[config.mk]
export PLATFORM = sky130hd
export DESIGN_NAME = uart_mdm_ctl
export DESIGN_NICKNAME = d
export VERILOG_FILES = /design/src/rtl/uart_mdm_pkg.sv /design/src/rtl/mdm_ctl_reg.sv /design/src/rtl/mdm_route.sv /design/src/rtl/mdm_status.sv /design/src/rtl/uart_mdm_ctl.sv
export SDC_FILE = /design/constraint.sdc
export NUM_CORES = 1
export LEC_CHECK = 0
export BUFFER_PORTS_ARGS = -buffer_cell sky130_fd_sc_hd__buf_2
export CAP_MARGIN = 20
export CORE_UTILIZATION = 50
export DETAILED_ROUTE_END_ITERATION = 8
export PLACE_DENSITY_LB_ADDON = 0.25
export SLEW_MARGIN = 20
export SYNTH_ARGS = -nofsm -noshare
export SYNTH_HDL_FRONTEND = slang
export SYNTH_HIERARCHICAL = 1
export SYNTH_SLANG_ARGS = --single-unit
[constraint.sdc]
create_clock -name clk -period 2.29 [get_ports clk]
set_input_delay 0.1145 -clock clk [delete_from_list [all_inputs] [get_ports clk]]
set_output_delay 0.1145 -clock clk [all_outputs]
set_load 0.05 [all_outputs]
[src/rtl/uart_mdm_pkg.sv]
package uart_mdm_pkg;

  // control byte bit positions; the loopback mapping depends on them
  localparam int CB_DTR   = 0;
  localparam int CB_RTS   = 1;
  localparam int CB_AUX1  = 2;
  localparam int CB_AUX2  = 3;
  localparam int CB_LOOP  = 4;
  localparam int CTL_BITS = 5;

  localparam int MDM_LINES = 4;

  // incoming handshake levels, active high; order matches status bits 4..7
  typedef struct packed {
    logic rlsd;
    logic ri;
    logic dsr;
    logic cts;
  } mdm_lvl_t;

endpackage

[src/rtl/mdm_ctl_reg.sv]
module mdm_ctl_reg
  import uart_mdm_pkg::*;
#(
  parameter int ADDR_W  = 3,
  parameter int DATA_W  = 8,
  parameter int CTL_OFS = 4
) (
  input  logic                clk,
  input  logic                rst,
  input  logic                wr_en,
  input  logic [ADDR_W-1:0]   addr,
  input  logic [DATA_W-1:0]   wdata,
  output logic [CTL_BITS-1:0] ctl_q
);

  localparam logic [ADDR_W-1:0] OFS = ADDR_W'(CTL_OFS);

  logic hit;
  assign hit = wr_en && (addr == OFS);

  always_ff @(posedge clk) begin
    if (rst) begin
      ctl_q <= '0;
    end else if (hit) begin
      ctl_q <= wdata[CTL_BITS-1:0];
    end
  end

endmodule

[src/rtl/mdm_route.sv]
module mdm_route
  import uart_mdm_pkg::*;
(
  input  logic [CTL_BITS-1:0]  ctl_q,
  input  logic                 tx_shift_out,
  input  logic                 rxd_pin,
  input  logic [MDM_LINES-1:0] in_pin_n,
  output logic [MDM_LINES-1:0] out_pin_n,
  output logic                 txd_pin,
  output logic                 rx_serial,
  output mdm_lvl_t             lvl
);

  logic     loop_on;
  mdm_lvl_t loop_lvl;
  mdm_lvl_t ext_lvl;

  assign loop_on = ctl_q[CB_LOOP];

  // one output pin per stored bit; forced inactive in self-test
  for (genvar i = 0; i < MDM_LINES; i++) begin : g_out
    assign out_pin_n[i] = loop_on | ~ctl_q[i];
  end

  assign txd_pin   = loop_on ? 1'b1 : tx_shift_out;
  assign rx_serial = loop_on ? tx_shift_out : rxd_pin;

  // in_pin_n order: [0] cts, [1] dsr, [2] ri, [3] dcd
  assign ext_lvl = mdm_lvl_t'(~in_pin_n);

  always_comb begin
    loop_lvl.dsr  = ctl_q[CB_DTR];
    loop_lvl.cts  = ctl_q[CB_RTS];
    loop_lvl.ri   = ctl_q[CB_AUX1];
    loop_lvl.rlsd = ctl_q[CB_AUX2];
  end

  assign lvl = loop_on ? loop_lvl : ext_lvl;

endmodule

[src/rtl/mdm_status.sv]
module mdm_status
  import uart_mdm_pkg::*;
(
  input  logic                 clk,
  input  logic                 rst,
  input  mdm_lvl_t             lvl,
  input  logic                 rd_clr,
  output logic [MDM_LINES-1:0] delta_q
);

  logic [MDM_LINES-1:0] prev_q;
  logic [MDM_LINES-1:0] cur;

  assign cur = lvl;

  always_ff @(posedge clk) begin
    prev_q <= cur;
  end

  // a change in the clearing cycle wins over the clear
  for (genvar i = 0; i < MDM_LINES; i++) begin : g_delta
    always_ff @(posedge clk) begin
      if (rst) begin
        delta_q[i] <= 1'b0;
      end else if (cur[i] != prev_q[i]) begin
        delta_q[i] <= 1'b1;
      end else if (rd_clr) begin
        delta_q[i] <= 1'b0;
      end
    end
  end

endmodule

[src/rtl/uart_mdm_ctl.sv]
module uart_mdm_ctl
  import uart_mdm_pkg::*;
#(
  parameter int ADDR_W  = 3,
  parameter int DATA_W  = 8,
  parameter int CTL_OFS = 4,
  parameter int STS_OFS = 6
) (
  input  logic              clk,
  input  logic              rst,
  input  logic              wr_en,
  input  logic              rd_en,
  input  logic [ADDR_W-1:0] addr,
  input  logic [DATA_W-1:0] wdata,
  output logic [DATA_W-1:0] rdata,
  input  logic              tx_shift_out,
  output logic              rx_serial,
  output logic              txd_pin,
  input  logic              rxd_pin,
  output logic              dtr_n,
  output logic              rts_n,
  output logic              aux1_n,
  output logic              aux2_n,
  input  logic              cts_n,
  input  logic              dsr_n,
  input  logic              ri_n,
  input  logic              dcd_n
);

  localparam logic [ADDR_W-1:0] C_OFS = ADDR_W'(CTL_OFS);
  localparam logic [ADDR_W-1:0] S_OFS = ADDR_W'(STS_OFS);

  logic [CTL_BITS-1:0]  ctl_q;
  logic [MDM_LINES-1:0] out_pin_n;
  logic [MDM_LINES-1:0] delta_q;
  mdm_lvl_t             lvl;
  logic                 sts_rd;
  logic [DATA_W-1:0]    rdata_q;

  mdm_ctl_reg #(
    .ADDR_W (ADDR_W),
    .DATA_W (DATA_W),
    .CTL_OFS(CTL_OFS)
  ) ctl_i (
    .clk  (clk),
    .rst  (rst),
    .wr_en(wr_en),
    .addr (addr),
    .wdata(wdata),
    .ctl_q(ctl_q)
  );

  mdm_route route_i (
    .ctl_q       (ctl_q),
    .tx_shift_out(tx_shift_out),
    .rxd_pin     (rxd_pin),
    .in_pin_n    ({dcd_n, ri_n, dsr_n, cts_n}),
    .out_pin_n   (out_pin_n),
    .txd_pin     (txd_pin),
    .rx_serial   (rx_serial),
    .lvl         (lvl)
  );

  assign sts_rd = rd_en && (addr == S_OFS);

  mdm_status sts_i (
    .clk    (clk),
    .rst    (rst),
    .lvl    (lvl),
    .rd_clr (sts_rd),
    .delta_q(delta_q)
  );

  assign dtr_n  = out_pin_n[CB_DTR];
  assign rts_n  = out_pin_n[CB_RTS];
  assign aux1_n = out_pin_n[CB_AUX1];
  assign aux2_n = out_pin_n[CB_AUX2];

  always_ff @(posedge clk) begin
    if (rst || !rd_en) begin
      rdata_q <= '0;
    end else if (addr == C_OFS) begin
      rdata_q <= DATA_W'(ctl_q);
    end else if (addr == S_OFS) begin
      rdata_q <= DATA_W'({lvl, delta_q});
    end else begin
      rdata_q <= '0;
    end
  end

  assign rdata = rdata_q;

endmodule

==> out/qor_table.md <==
| Parameter | This run |
|:---|:---|
| Via count of the first global-routing pass | 574 |
| Average detailed-routed wire length per instance | 11.3 um |
| Final Setup Violations | 0 |
| Critical Path Source Type | flip-flop |
| Count of hold buffers inserted by post-cts repair | 3 |
| Top-Level Pins | 35 |
| Vias per cell | 4.99 |
| Number of unique standard cell types used by synthesis | 17 |
| Worst path setup slack after routing | 0.598 ns |
| Clk Latency, worst-skew pair | 0.31 ns |
| Area fraction of the dominant cell type after synthesis | 0.475 |
| CTS root buf | clkbuf_4 |
| Leading cell types by total area after synthesis | dfxtp_1, nand2b_1, mux2i_1 |
| Synthesized area divided by synthesized cell count | 10.8 um2 |
| Fill cells | 139 |
| Post-CTS Setup Bufs | 0 |
| Global placer's final weighted congestion | 0.735 |
| Floorplan die width | 44.1 um |
| Worst VDD drop | 0.409 mV |
| # H-tree levels | 1 |
| Gate count after technology mapping | 82 |
| Largest net degree at the start of global routing | 19 |
| Post-Layout Cell Count | 133 |
| Fraction of the yosys area taken by sequential cells | 0.475 |
| Resized cells post-CTS | 0 |
| CTS buffer count | 3 |
| Prevailing post-synth register cell | dfxtp_1 |
| Layout overhead on the synthesized area | 22.5% |
| Final #Nets | 139 |
| Share of synthesized flip-flops with an asynchronous set or reset | 0 |
| TritonRoute pass-1 iters | 6 |
| DR iter-0 viols | 7 |
| Fin. Hold Viols | 0 |
| Crit path required time | 2.18 ns |
| Final antenna diode count | 0 |
| Part of the cycle the worst path needs | 0.739 |
| Via count of the routed design | 664 |
| Grt total ovfl | 0 |
| Critical path capture point type | output port |
| Post-Place Setup Slack | 0.931 ns |
| Data arrival at the endpoint of the critical path | 1.58 ns |
| Synth warnings | 6 |
| TritonCTS clock tree | yes |
| Overall die height | 44.1 um |
| Standard cell core area | 1580 um2 |
| Flop and latch count out of synthesis | 21 |
| Half-perimeter wire length after placement | 1090 um |
| Placement Rows | 14 |
| Post-Route Skew | 0.00445 ns |
| Accumulated negative setup slack | 0 ns |
| Hold/Removal Path Class | input port to flip-flop |
| Top post-synthesis cells by count | dfxtp_1, nand2b_1, mux2i_1 |
| Start-to-end type of the worst setup path | flip-flop to output port |
| Headroom to the max-slew limit | 0.619 |
| Slew Viols, Final | 0 |
| Mapped Area | 885 um2 |
| Clock input transition at the sequential cells of the worst setup and hold paths | 0.11 ns |
| Cell with the most instances after synthesis | dfxtp_1 |
| Fraction of final layout cells with drive strength greater than 1 | 0.350 |
| Count of flip-flops with a built-in enable after synthesis | 0 |
| Static Leakage | 0.478 nW |
| Starting density of the core | 0.561 |
| Maximum buffer depth of the clock tree | 2 |
| Tot GR Track Use | 0.173 |
| ANT nets after route | 0 |
| Power Density | 607 nW/um2 |
| Wire length of the first global-routing pass | 2390 um |
| Total power | 0.658 mW |
| Unrepaired setup endpoints after global routing | no |
| Antenna violations before repair | 0 |
| Run status | finished, final reports clean |
| Total DRC errors in the routed layout | 0 |
| Cell taking the most area after synthesis | dfxtp_1 |
| Number of buffers inserted by port buffering | 31 |
| Post-layout min period | 1.69 ns |
| Transition time of the tightest slew-check pin | 0.571 ns |
| Die ar. | 1940 um2 |
| Net count after synthesis | 103 |
| Total wire length after detailed routing | 1500 um |
| # clock sinks | 21 |
| Fmax | 591 MHz |
| # placed instances | 126 |
| Worst-path maximum fanout | 16 |
| Number of maximum-capacitance violations | 0 |
[registers in the layout (all words and copies together) (netlist names)]
name           flops
rdata              8
ctl_i/ctl_q        5
sts_i/delta_q      4
sts_i/prev_q       4
[metrics by stage]
step | instance area (um2) | util | hold WS, ns
after CTS | 1080 | 0.687 | 0.00783
after detailed placement | 1030 | 0.651 | 0.330
after global routing | 1080 | 0.687 | 0.0156
after floorplan | 885 | - | 0.184
after global placement | 1030 | 0.651 | 0.322
final | 1080 | 0.687 | 0.00983
[report_power, final]
part,total [mW],switching (mW),leakage (nW),internal (mW)
registers,0.390,0.00949,0.172,0.380
clock network,0.174,0.109,0.0177,0.0653
logic,0.0937,0.0496,0.288,0.0442
[layout by cell type, fill, tap and decap left out, drive strengths merged]
cell type | Yosys | routed
buf | 3 | 31
dfxtp | 21 | 21
nand2b | 18 | 18
mux2i | 10 | 10
nor2 | 5 | 5
o21ai | 4 | 4
xnor2 | 4 | 4
a21oi | 4 | 4
nand2 | 4 | 4
nor3b | 3 | 3
clkbuf | 0 | 3
dlygate4sd3 | 0 | 3
nand4b | 1 | 1
inv | 1 | 1
nand4bb | 1 | 1
clkinv | 0 | 1
and4bb | 1 | 1
or2 | 1 | 1
mux2 | 1 | 1
[layer usage]
metal / track usage / vias to the layer above / part of all wire
met5: 0 / - / 0
met4: 0.0909 / 0 / 0.0060
met3: 0.0612 / 2 / 0.045
met2: 0.291 / 19 / 0.51
met1: 0.192 / 300 / 0.43
li1: - / 343 / -
[area by class of cell]
cell class                      instances  area, um2  area share
Clock inverter                          1       5.00     0.00462
Clock buffer                            3       22.5      0.0208
Tap cell                               16       20.0      0.0185
Sequential cell                        21        420       0.388
Inverter                                1       3.75     0.00346
Timing Repair Buffer                   34        185       0.171
Multi-Input combinational cell         57        427       0.394
[cells by family after synthesis]
kind of cell | share of synthesized area
XOR/XNOR | 0.0396
multiplexers | 0.126
flip-flops | 0.475
buffers and inverters | 0.0424
AO/OA/AOI/OAI | 0.0622
AND/OR/NAND/NOR | 0.255
[critical path: stages, from the launching register on]
cell     delay (ns)
dfxtp_1        0.70
mux2_1         0.37
buf_2          0.21
[worst paths after layout]
kind,startpoint,endpoint,slack [ns],depth (start not counted)
worst min-delay path,dsr_n,sts_i/prev_q[1],0.01,2
worst max-delay path,ctl_i/ctl_q[4],rx_serial,0.60,2
worst max register to register,ctl_i/ctl_q[4],sts_i/delta_q[1],1.00,4
worst min register to register,sts_i/delta_q[2],sts_i/delta_q[2],0.48,2
No activity file was read; power rests on OpenSTA's default activity.
